===== src/rtl/chop_pkg.sv =====
package chop_pkg;

    // Default timing in clock cycles (50 MHz clock assumed)
    localparam int DEF_PERIOD_CYC       = 2000;
    localparam int DEF_BLANK_CYC        = 65;
    localparam int DEF_SWITCH_BLANK_CYC = 50;
    localparam int DEF_N_BR             = 2;

    // Switch enables of one H-bridge
    typedef struct packed {
        logic hs_a;
        logic ls_a;
        logic hs_b;
        logic ls_b;
    } gate_t;

    localparam gate_t GATES_OFF = '{hs_a: 1'b0, ls_a: 1'b0, hs_b: 1'b0, ls_b: 1'b0};

    // Diagonal selection: phase 1 sources leg A and sinks leg B.
    function automatic gate_t gate_decode(input logic en, input logic ph, input logic src);
        gate_t g;
        g = GATES_OFF;
        if (en) begin
            g.hs_a = ph & src;
            g.ls_b = ph;
            g.hs_b = ~ph & src;
            g.ls_a = ~ph;
        end
        return g;
    endfunction

    function automatic int umax(input int a, input int b);
        return (a > b) ? a : b;
    endfunction

endpackage


===== src/rtl/chop_sync.sv =====
module chop_sync #(
    parameter int N = 2
) (
    input  logic         clk,
    input  logic         rst,
    input  logic [N-1:0] async_i,
    output logic [N-1:0] sync_o
);
    logic [N-1:0] stage1_q;
    logic [N-1:0] stage2_q;

    always_ff @(posedge clk) begin
        if (rst) begin
            stage1_q <= '0;
            stage2_q <= '0;
        end else begin
            stage1_q <= async_i;
            stage2_q <= stage1_q;
        end
    end

    assign sync_o = stage2_q;
endmodule


===== src/rtl/chop_osc.sv =====
module chop_osc #(
    parameter int PERIOD_CYC = chop_pkg::DEF_PERIOD_CYC
) (
    input  logic clk,
    input  logic rst,
    output logic tick_o
);
    localparam int CW = (PERIOD_CYC > 2) ? $clog2(PERIOD_CYC) : 1;
    localparam logic [CW-1:0] LAST = CW'(PERIOD_CYC - 1);

    logic [CW-1:0] cnt_q;

    always_ff @(posedge clk) begin
        if (rst) begin
            cnt_q <= '0;
        end else if (cnt_q == LAST) begin
            cnt_q <= '0;
        end else begin
            cnt_q <= cnt_q + 1'b1;
        end
    end

    assign tick_o = (cnt_q == LAST);
endmodule


===== src/rtl/chop_bridge.sv =====
module chop_bridge
    import chop_pkg::*;
#(
    parameter int BLANK_CYC        = DEF_BLANK_CYC,
    parameter int SWITCH_BLANK_CYC = DEF_SWITCH_BLANK_CYC
) (
    input  logic  clk,
    input  logic  rst,
    input  logic  tick_i,
    input  logic  phase_i,
    input  logic  enable_i,
    input  logic  trip_s_i,
    output gate_t gate_o,
    output logic  src_on_o,
    output logic  blank_o
);
    localparam int BMAX = umax(umax(BLANK_CYC, SWITCH_BLANK_CYC), 1);
    localparam int BW   = $clog2(BMAX + 1);
    localparam logic [BW-1:0] LD_ON  = BW'(BLANK_CYC);
    localparam logic [BW-1:0] LD_SW  = BW'(SWITCH_BLANK_CYC);
    localparam logic [BW-1:0] LD_MAX = BW'(umax(BLANK_CYC, SWITCH_BLANK_CYC));

    logic          en_q;
    logic          ph_q;
    logic          src_q;
    logic [BW-1:0] blk_q;

    logic          en_rise;
    logic          sw_chg;
    logic          set_ev;
    logic          turn_on;
    logic          blanked;
    logic          clr_ev;
    logic          src_d;
    logic [BW-1:0] blk_d;

    always_comb begin
        en_rise = enable_i & ~en_q;
        sw_chg  = (enable_i ^ en_q) | (enable_i & (phase_i ^ ph_q));
        set_ev  = tick_i | en_rise;
        turn_on = set_ev & enable_i & (~src_q | en_rise);
        blanked = (blk_q != '0);
        clr_ev  = trip_s_i & ~blanked & en_q & src_q;

        if (set_ev) begin
            src_d = 1'b1;
        end else if (clr_ev) begin
            src_d = 1'b0;
        end else begin
            src_d = src_q;
        end

        if (turn_on && sw_chg) begin
            blk_d = LD_MAX;
        end else if (turn_on) begin
            blk_d = LD_ON;
        end else if (sw_chg) begin
            blk_d = LD_SW;
        end else if (blanked) begin
            blk_d = blk_q - 1'b1;
        end else begin
            blk_d = blk_q;
        end
    end

    always_ff @(posedge clk) begin
        if (rst) begin
            en_q  <= 1'b0;
            ph_q  <= 1'b0;
            src_q <= 1'b1;
            blk_q <= '0;
        end else begin
            en_q  <= enable_i;
            ph_q  <= phase_i;
            src_q <= src_d;
            blk_q <= blk_d;
        end
    end

    assign gate_o   = gate_decode(en_q, ph_q, src_q);
    assign src_on_o = src_q;
    assign blank_o  = blanked;
endmodule


===== src/rtl/dual_chopper.sv =====
module dual_chopper
    import chop_pkg::*;
#(
    parameter int N_BR             = DEF_N_BR,
    parameter int PERIOD_CYC       = DEF_PERIOD_CYC,
    parameter int BLANK_CYC        = DEF_BLANK_CYC,
    parameter int SWITCH_BLANK_CYC = DEF_SWITCH_BLANK_CYC
) (
    input  logic            clk,
    input  logic            rst,
    input  logic [N_BR-1:0] phase_i,
    input  logic [N_BR-1:0] enable_i,
    input  logic [N_BR-1:0] trip_i,
    output logic [N_BR-1:0] hs_a_o,
    output logic [N_BR-1:0] ls_a_o,
    output logic [N_BR-1:0] hs_b_o,
    output logic [N_BR-1:0] ls_b_o
);
    logic            osc_tick;
    logic [N_BR-1:0] trip_s;
    logic [N_BR-1:0] src_on;
    logic [N_BR-1:0] blank_act;
    gate_t           gates [N_BR];

    chop_osc #(
        .PERIOD_CYC(PERIOD_CYC)
    ) u_osc (
        .clk    (clk),
        .rst    (rst),
        .tick_o (osc_tick)
    );

    chop_sync #(
        .N(N_BR)
    ) u_sync (
        .clk     (clk),
        .rst     (rst),
        .async_i (trip_i),
        .sync_o  (trip_s)
    );

    for (genvar i = 0; i < N_BR; i++) begin : g_br
        chop_bridge #(
            .BLANK_CYC        (BLANK_CYC),
            .SWITCH_BLANK_CYC (SWITCH_BLANK_CYC)
        ) u_br (
            .clk      (clk),
            .rst      (rst),
            .tick_i   (osc_tick),
            .phase_i  (phase_i[i]),
            .enable_i (enable_i[i]),
            .trip_s_i (trip_s[i]),
            .gate_o   (gates[i]),
            .src_on_o (src_on[i]),
            .blank_o  (blank_act[i])
        );

        assign hs_a_o[i] = gates[i].hs_a;
        assign ls_a_o[i] = gates[i].ls_a;
        assign hs_b_o[i] = gates[i].hs_b;
        assign ls_b_o[i] = gates[i].ls_b;
    end
endmodule


===== config.mk =====
export PLATFORM = sky130hd
export DESIGN_NAME = dual_chopper
export DESIGN_NICKNAME = d
export VERILOG_FILES = /design/src/rtl/chop_pkg.sv /design/src/rtl/chop_sync.sv /design/src/rtl/chop_osc.sv /design/src/rtl/chop_bridge.sv /design/src/rtl/dual_chopper.sv
export SDC_FILE = /design/constraint.sdc
export NUM_CORES = 1
export LEC_CHECK = 0
export BUFFER_PORTS_ARGS = -buffer_cell sky130_fd_sc_hd__buf_2
export CAP_MARGIN = 40
export CORE_MARGIN = 4
export CORE_UTILIZATION = 61
export DETAILED_ROUTE_END_ITERATION = 7
export PLACE_DENSITY = 0.82
export SLEW_MARGIN = 25
export SYNTH_ARGS = -nofsm -noshare
export SYNTH_HDL_FRONTEND = slang
export SYNTH_SLANG_ARGS = --single-unit

===== constraint.sdc =====
create_clock -name clk -period 3.5 [get_ports clk]
set_clock_uncertainty 0.15 [all_clocks]
set_input_delay 0.7 -clock clk [delete_from_list [all_inputs] [get_ports clk]]
set_output_delay 0.7 -clock clk [all_outputs]
set_load 0.02 [all_outputs]

* Word-level counts from Yosys, hierarchy flattened
Cells that the tools add are included.
** Cells by class
- Multiplexer cells :: 10
- Reductions and logical operators :: 15
- Bitwise operators :: 36
- Add/sub/neg operators :: 3
- Equality and inequality tests :: 1
** Operators by type and width (count)
- two-way mux 7 bit :: 8
- bitwise AND 1 bit :: 18
- nonzero test 7 bit :: 2
- subtractor 7 x 1 -> 7 bit, second input constant :: 2
- adder 11 x 1 -> 11 bit, second input constant :: 1
- equality test 11 bit, second input constant :: 1
- two-way mux 4 bit :: 2
- inverter 1 bit :: 8
- nonzero test 4 bit :: 2
- OR reduction 4 bit :: 2
- bitwise OR 1 bit :: 6
- OR reduction 2 bit :: 3
- OR reduction 3 bit :: 2
- nonzero test 2 bit :: 2
- bitwise XOR 1 bit :: 4
- logical AND 1 bit :: 2
** Storage, ports and cells
- Word-level logic and storage cells :: 80
- Register bits :: 35

* Longest topological paths before layout
Gate-level depths: netlist of the first run.
- Depth in word-level cells :: 7
- Mapped depth :: 6

* Modules after synthesis
From an unflattened synthesis of the first run, not the netlist that was laid out.
** Unflattened totals
- Cell total of the unflattened synthesis :: 177
- Area, all modules :: 1575.3 um2
** By module, submodules not included
- chop_bridge :: cells an instance 56, instances 2, area an instance 493.0 um2
- chop_osc :: cells an instance 57, instances 1, area an instance 484.2 um2
- chop_sync :: cells an instance 8, instances 1, area an instance 105.1 um2

* Least setup slack after synthesis of the first run
No wires, ideal clock.
- Path kind :: input port to flip-flop
- Start :: input port enable_i[0]
- End :: register g_br[0].u_br.blk_q[6]
- Arrival :: 1.703 ns
- Path buffers :: 0
- Cell stages on the path :: 4
- Library setup time :: 0.071 ns
- Setup slack :: 1.576 ns
- Path through :: ha_1 > a21boi_0 > o311ai_0 > a21oi_1
** Between the ends
- Cells in the longest elaborated chain, start to end :: 6
- Elaborated cells on any way between the ends :: 13
** Ends and longest elaborated chain
- start: declaration :: line dual_chopper.sv:12 : input logic [N_BR-1:0] enable_i,
- bitwise AND 1 bit :: line chop_bridge.sv:38 : en_rise = enable_i & ~en_q;
- bitwise OR 1 bit :: line chop_bridge.sv:40 : set_ev = tick_i | en_rise;
- bitwise AND 1 bit (2 in series) :: line chop_bridge.sv:41 : turn_on = set_ev & enable_i & (~src_q | en_rise);
- two-way mux 7 bit or logical AND 1 bit (tied branches) :: line chop_bridge.sv:55, chop_bridge.sv:53
- two-way mux 7 bit or nonzero test 4 bit (tied branches)
- end signal: assignment :: line chop_bridge.sv:76 : blk_q <= blk_d;
- end: declaration :: line chop_bridge.sv:26 : logic [BW-1:0] blk_q;
Several ways; a longest one is shown, not always the timed one.
A chain may end at the register's enable or synchronous reset.

* Final worst setup path of the first run
- Start :: register g_br[1].u_br.en_q
- End :: output port hs_b_o[1]
** Between the ends
- Cells in the longest elaborated chain, start to end :: 1
** Ends and longest elaborated chain
- start: declaration :: line chop_bridge.sv:23 : logic en_q;
- start signal: assignment :: line chop_bridge.sv:73 : en_q <= enable_i;
- two-way mux 4 bit :: line chop_pkg.sv:23 : if (en) begin
- end: declaration :: line dual_chopper.sv:16 : output logic [N_BR-1:0] hs_b_o,
No other way between the ends.

==> summary.md, run 1 <==
| Metric | Value |
|---|---|
| Most common cell in the netlist | dfxtp_1 |
| Final Net Count | about 210 |
| Class of the most critical setup path | flip-flop to output pin |
| Cell at the slowest stage of the critical path | dfxtp_1 |
| Asr flop ratio synth | 0% |
| Growth of design area from synthesis to finish | 12.3% |
| Count of input and output buffers | 15 |
| Number of maximum-capacitance constraint violations | 0 |
| Slew Limit Fails | 0 |
| Delay of the slowest cell on the worst path | roughly 380 ps |
| Result of the run | finished, final reports clean |
| Mean instance size in the synthesized netlist | around 8.9 µm² |
| Area used by multi-input combinational logic | between 700 and 800 µm² |
| Shortest period the worst path allows | slightly above 2000 ps |
| CP startpoint kind | flip-flop |
| Synthesized netlist net count | around 190 |
| Signal arrival time at the worst endpoint | 1220 ps |
| Vias in the first global route | 1117 |
| Number of inserted filler cells in the final layout | between 150 and 200 |
| Overall track demand over capacity in global routing | a little under a fifth |
| Maximum number of pins on one net before global-route repair | 19 |
| Peak ir drop on the vdd network | slightly above 400 µV |
| Number of sinks handled by clock tree synthesis | 35 |
| Unrepaired setup endpoints after global routing | false |
| Clock tree from TritonCTS | done |
| Postcts setup bufs | 0 |
| Cell count of the worst hold path | 1 |
| Worst slew margin | 56.0% |
| Min Hold Slack | 295 ps |
| Antenna fix cells | 0 |
| Starting utilization of the core area | 66.6% |
| Hold Violations, Final | 0 |
| Vias/cell | between 5 and 6 |
| Period utilization | between 50% and 60% |
| Detailed-routing iteration count for the pre-antenna-repair pass | 4 |
| Worst Path Required | ~2700 ps |
| Mapped Area | roughly 1500 µm² |
| Gate count of the mapped netlist | approximately 170 |
| Hpwl dp | ~2000 µm |
| Switching power share of the total | between 20% and 30% |
| Transition time at the pin with the least slew margin | about 650 ps |
| Sequential-to-total area share from yosys stat | 45.3% |
| Post-cts gate resize count | 0 |
| Leak pwr | around 0.69 nW |
| Area of the die | approximately 3400 µm² |
| Worst-Skew Late Latency | between 300 and 400 ps |
| Post-synth cell types | 34 |
| Cells taking the most area after synthesis | dfxtp_1 45%, xnor2_1 7.4%, nor2_1 4.6%, ha_1 4.0%, nor2b_1 3.2% |
| Sum of negative setup slack | 0 ps |
| Number of cells traversed by the worst register-to-register path | 6 |
| Portion of total power attributed to combinational logic | 16.5% |
| Register clock-pin slew on the reported worst setup and hold paths | approximately 110 ps |
| Post-place instance area | between 1500 and 2000 µm² |
| Fraction of power consumed by sequential logic | between 40% and 50% |
| Worst min path class | flip-flop to flip-flop |
| Hold_buf cts | 0 |
| Pwr Density | between 500 and 600 nW/µm² |
| Overall die width | 58.3 µm |
| Number of setup violations in the final report | 0 |
| Top-Level Pins | 16 |
| Setup crit end kind | output pin |
| Number of placement rows | 17 |
| Wirelength per Cell | roughly 13 µm |
| Overall routed net length | 2830 µm |
| Number of remaining DRC errors | 0 |
| Worst path buffer plus inverter count | 2 |
| Top-area cell type share of the netlist area | 45.3% |
| Maximum level of the CTS H-tree | 2 |
| Maximum clock frequency | between 0.4 and 0.5 GHz |
| Routed via count | 1200 |
| Maximum clock insertion buffer count | 2 |
| Post-route ant nets | 0 |
| Root buf cell | clkbuf_4 |
| Die Span Y | a little under 60 µm |
| Crit. path cell count | 4 |
| Global-route wire length before repair | around 5000 µm |
| Total grt overflow | 0 |
| Cells traversed along the worst timing path | inv_1 -> nor2_1 -> and2_1 -> buf_2 |
| Gp weighted congestion | approximately 0.86 |
| Placeable core area | ~2300 µm² |
| Clock buffers created by TritonCTS | 5 |
| Sequential cell area | 701 µm² |
| Internal power contribution | 0.662 mW |
| Yosys warns | 0 |
| Top FF cell, synth | dfxtp_1 |
| Clock group share of total power | 33.8% |
| Critical path fanouts, max | 4 |
| Proportion of layout cells with a drive suffix above 1 | between 15 and 20% |
| Design area | approximately 1700 µm² |
| Cell family with most CP delay | flip-flops |
| Cell types with the highest counts after synthesis | 35 x dfxtp_1, 19 x nor2_1, 13 x nand2_1, 13 x xnor2_1, 10 x nor3_1 |
| Number of DRC markers after the initial detailed-route iteration | 46 |
| Net switching power | around 0.23 mW |
| Count of flip-flops with a built-in enable after synthesis | 0 |
| Total of flip-flops plus latches after synthesis | 35 |
| Library cell with the largest summed area after synthesis | dfxtp_1 |
| Antenna violations before repair | 0 |
registers in the layout, indices dropped and copies added (netlist names):
| register | flops |
|---|---|
| g_br.u_br.en_q | 2 |
| u_osc.cnt_q | 11 |
| u_sync.sync_o | 2 |
| g_br.u_br.src_on_o | 2 |
| g_br.u_br.blk_q | 14 |
| g_br.u_br.ph_q | 2 |
| u_sync.stage1_q | 2 |
layout by cell type (no fill, tap or decap), types with 3 or more instances in the layout:
| cell type | instances |
|---|---|
| o21ai_0 | 3 |
| nand2_1 | 13 |
| dfxtp_1 | 35 |
| clkbuf_4 | 5 |
| a21oi_1 | 8 |
| a31oi_1 | 3 |
| nand3_1 | 6 |
| nor4_1 | 3 |
| xor2_1 | 4 |
| nor3_1 | 10 |
| nor2_1 | 19 |
| nand2b_1 | 6 |
| and2_1 | 3 |
| inv_1 | 9 |
| xnor2_1 | 13 |
| nor2b_1 | 8 |
| buf_2 | 15 |
| ha_1 | 5 |
area by class of cell:
cell class / instances / share of cell area, %
Clock inverter: 2 / 2.02
Inverter: 9 / 1.95
Multi-Input combinational cell: 126 / 45.9
Tap cell: 28 / 2.02
Timing Repair Buffer: 16 / 4.76
Sequential cell: 35 / 40.4
Clock buffer: 6 / 2.96
stage by stage:
step	util [%]	std cells	worst slack, ps	power (mW)
after floorplan	-	173	1580	0.564
after global placement	71.1	214	1280	0.590
after detailed placement	71.1	214	1240	0.597
after CTS	74.9	222	1420	0.897
after global routing	74.9	222	1320	0.939
final	74.9	222	1430	0.892
power by group through the flow:
stage | clock network [mW] | registers, mW | logic, mW
after floorplan | 0 | 0.447 | 0.117
after global placement | 0 | 0.451 | 0.140
after detailed placement | 0 | 0.452 | 0.145
after CTS | 0.307 | 0.443 | 0.147
after global routing | 0.324 | 0.447 | 0.168
final | 0.302 | 0.443 | 0.147
path summary, 6_finish.rpt:
check | slack (ps) | from | end
worst max-delay path | 1430 | g_br[1].u_br.en_q$_SDFF_PP0_ | hs_b_o[1]
worst min-delay path | 290 | u_sync.stage1_q[0]$_SDFF_PP0_ | u_sync.sync_o[0]$_SDFF_PP0_
worst max register to register | 1520 | g_br[1].u_br.blk_q[0]$_SDFFE_PP0P_ | g_br[1].u_br.blk_q[5]$_SDFFE_PP0P_
worst min register to register | 290 | u_sync.stage1_q[0]$_SDFF_PP0_ | u_sync.sync_o[0]$_SDFF_PP0_
layer usage:
layer / vias to the layer above / wire, µm / global-route usage (%) / part of all wire (%)
met5: - / 0 / 0 / 0
met4: 0 / 44 / 8.61 / 1.6
met3: 5 / 110 / 6.58 / 3.9
met2: 20 / 1360 / 29.7 / 48
met1: 545 / 1320 / 23.5 / 47
li1: 630 / - / - / -
cell families after synthesis:
| group | share of synthesized area, % |
|---|---|
| buffers and inverters | 3.08 |
| XOR/XNOR | 9.64 |
| adder cells (fa/ha/maj) | 4.05 |
| flip-flops | 45.3 |
| multiplexers | 2.11 |
| AND/OR/NAND/NOR | 26.4 |
| AO/OA/AOI/OAI | 9.39 |
Note: power is estimated with default switching activity, not from simulation.
==> run 2: changes to the inputs <==
CORE_UTILIZATION = 51   (was 61)
PLACE_DENSITY = 0.73   (was 0.82)
clock period = 1.7 ns   (was 3.5 ns; I/O delays follow)
==> run 2 against run 1 <==
Net effect:
- first-iteration DRC count down 33%
- die area up 17%
- worst hold slack got worse by 230 ps
- cell count is 9.9% higher
- register-to-register slack lost 1500 ps
- via count rose by 10%
- routed wire length rose by 13%
- utilization shrank 5.8 points
- combinational power rose to 2.7 times the previous value
- clock power is 38% higher
- non-clock buffer count increased by 19
- setup slack worse by 1400 ps
==> summary.md, run 2 (synthesis gave the netlist of run 1 again) <==
| Metric | Value |
|---|---|
| Result of the run | finished, final reports clean |
| Post-place instance area | approximately 1800 µm² |
| Most common library cell in the layout ignoring fill and taps | dfxtp_1 |
| Delay of the slowest cell on the worst path | roughly 460 ps |
| Final Net Count | ~230 |
| Register name with the most flops | g_br.u_br.blk_q |
| Number of sinks handled by clock tree synthesis | 35 |
| Critical path fanouts, max | 4 |
| Sum of negative setup slack | 0 ps |
| Class of the most critical setup path | flip-flop to flip-flop |
| Wirelength per Cell | 13.1 µm |
| Root buf cell | clkbuf_4 |
| Area of the die | 3970 µm² |
| Growth of design area from synthesis to finish | 26.4% |
| Vias/cell | 5.42 |
| Registers with the highest flip-flop counts | g_br.u_br.blk_q: 14 flops, u_osc.cnt_q: 11 flops |
| Peak ir drop on the vdd network | roughly 600 µV |
| Gp weighted congestion | approximately 0.9 |
| Maximum number of pins on one net before global-route repair | 15 |
| Worst slew margin | around four fifths |
| Number of setup violations in the final report | 0 |
| Die Span Y | between 60 and 70 µm |
| Global-route wire length before repair | around 5400 µm |
| Setup crit end kind | flip-flop |
| Number of DRC markers after the initial detailed-route iteration | 31 |
| Cell at the slowest stage of the critical path | or4_4 |
| Number of remaining DRC errors | 0 |
| Worst min path class | input pin to flip-flop |
| Max FFs per register | 14 |
| Leak pwr | roughly 0.82 nW |
| Top-Level Pins | 16 |
| Starting utilization of the core area | 54.6% |
| Vias in the first global route | between 1000 and 1500 |
| Overall routed net length | 3190 µm |
| Proportion of layout cells with a drive suffix above 1 | between 30 and 40% |
| Design area | 1950 µm² |
| Transition time at the pin with the least slew margin | between 300 and 400 ps |
| Worst Setup Slack post-DPL | -74.9 ps |
| Maximum level of the CTS H-tree | 2 |
| Antenna fix cells | 0 |
| Pwr Density | 890 nW/µm² |
| Most used cells in the layout excluding fill and tap cells | 32 x dfxtp_1, 20 x buf_4, 19 x nor2_1 |
| Shortest period the worst path allows | 1700 ps |
| Number of placement rows | 19 |
| Number of maximum-capacitance constraint violations | 0 |
| Final standard cell count with taps included and fillers excluded | between 200 and 250 |
| Overall die width | between 60 and 70 µm |
| Post-route ant nets | 0 |
| Routed via count | about 1300 |
| Count of input and output buffers | 15 |
| Hold Violations, Final | 0 |
| Worst Path Required | around 1800 ps |
| Maximum clock frequency | roughly 0.6 GHz |
| Worst-Skew Late Latency | ~330 ps |
| Antenna violations before repair | 0 |
| Clock buffers created by TritonCTS | 5 |
| Detailed-routing iteration count for the pre-antenna-repair pass | 4 |
| CP startpoint kind | flip-flop |
| Clock tree from TritonCTS | done |
| Register clock-pin slew on the reported worst setup and hold paths | approximately 100 ps |
| Maximum clock insertion buffer count | 2 |
| Total grt overflow | 0 |
| Cells traversed along the worst timing path | inv_2 -> ha_4 -> nor4b_4 -> and2_4 -> or4_4 -> a31oi_1 |
| Hpwl dp | roughly 2300 µm |
| Cell count of the worst hold path | 2 |
| Slew Limit Fails | 0 |
| PnR worst setup slack | approximately 4.2 ps |
| Number of cells traversed by the worst register-to-register path | 6 |
| Overall track demand over capacity in global routing | 17.0% |
| Unrepaired setup endpoints after global routing | true |
| Signal arrival time at the worst endpoint | ~1800 ps |
| Number of placed instances, taps included | 233 |
| Placeable core area | about 2800 µm² |
| Total power draw | between 1.5 and 2 mW |
| Period utilization | between 90% and 100% |
run 2: cell count changes in the layout (fill, tap and decap cells not counted), sizes merged:
cell    previous run  this run
buf               16        35
bufinv             1         0
clkbuf             6         7
run 2: per-stage QoR:
stage | util, % | hold slack, ps
final | 69.0 | 62.9
after global routing | 69.0 | 55.6
after CTS | 65.2 | 49.2
after detailed placement | 62.9 | 276
after global placement | 62.9 | 275
after floorplan | - | 264
run 2: metal layers:
| layer | wire length [µm] | track usage [%] | vias to the layer above |
|---|---|---|---|
| li1 | - | - | 670 |
| met1 | 1490 | 19.6 | 621 |
| met2 | 1530 | 27.9 | 25 |
| met3 | 98 | 4.50 | 7 |
| met4 | 72 | 9.92 | 0 |
| met5 | 0 | 0 | - |
run 2: where the power goes:
part           switching (mW)  internal, mW  total (mW)
Sequential             0.0482         0.872       0.921
Clock                   0.255         0.161       0.416
Combinational           0.189         0.211       0.400
run 2: area by class of cell:
| class | count | area [µm²] |
|---|---|---|
| Clock buffer | 7 | 45.0 |
| Sequential cell | 35 | 704 |
| Tap cell | 31 | 38.8 |
| Multi-Input combinational cell | 126 | 901 |
| Fill cell | 227 | 876 |
| Inverter | 9 | 33.8 |
| Timing Repair Buffer | 35 | 225 |
| Clock inverter | 1 | 5.00 |
run 2: final timing paths:
| check | from | to | slack, ps |
|---|---|---|---|
| max | g_br[1].u_br.blk_q[0]$_SDFFE_PP0P_ | g_br[1].u_br.blk_q[5]$_SDFFE_PP0P_ | 4 |
| min | trip_i[0] | u_sync.stage1_q[0]$_SDFF_PP0_ | 60 |
| max reg2reg | g_br[1].u_br.blk_q[0]$_SDFFE_PP0P_ | g_br[1].u_br.blk_q[5]$_SDFFE_PP0P_ | 4 |
| min reg2reg | u_sync.stage1_q[1]$_SDFF_PP0_ | u_sync.sync_o[1]$_SDFF_PP0_ | 310 |
run 2: what timing repair did:
action	CTS	global route
setup endpoints to repair	7	25
hold buffers	0	0
buffers inserted	0	3
resized for setup	4	17
pin swaps	2	7
cloned	0	0
run 2: critical path, delay by kind of cell (launching register included):
| family | cells | cell delay [ps] |
|---|---|---|
| AOI/OAI and AO/OA | 1 | 140 |
| buffers and inverters | 1 | 50 |
| adders and majority gates | 1 | 150 |
| and+or+nand+nor | 3 | 780 |
| DFF | 1 | 360 |
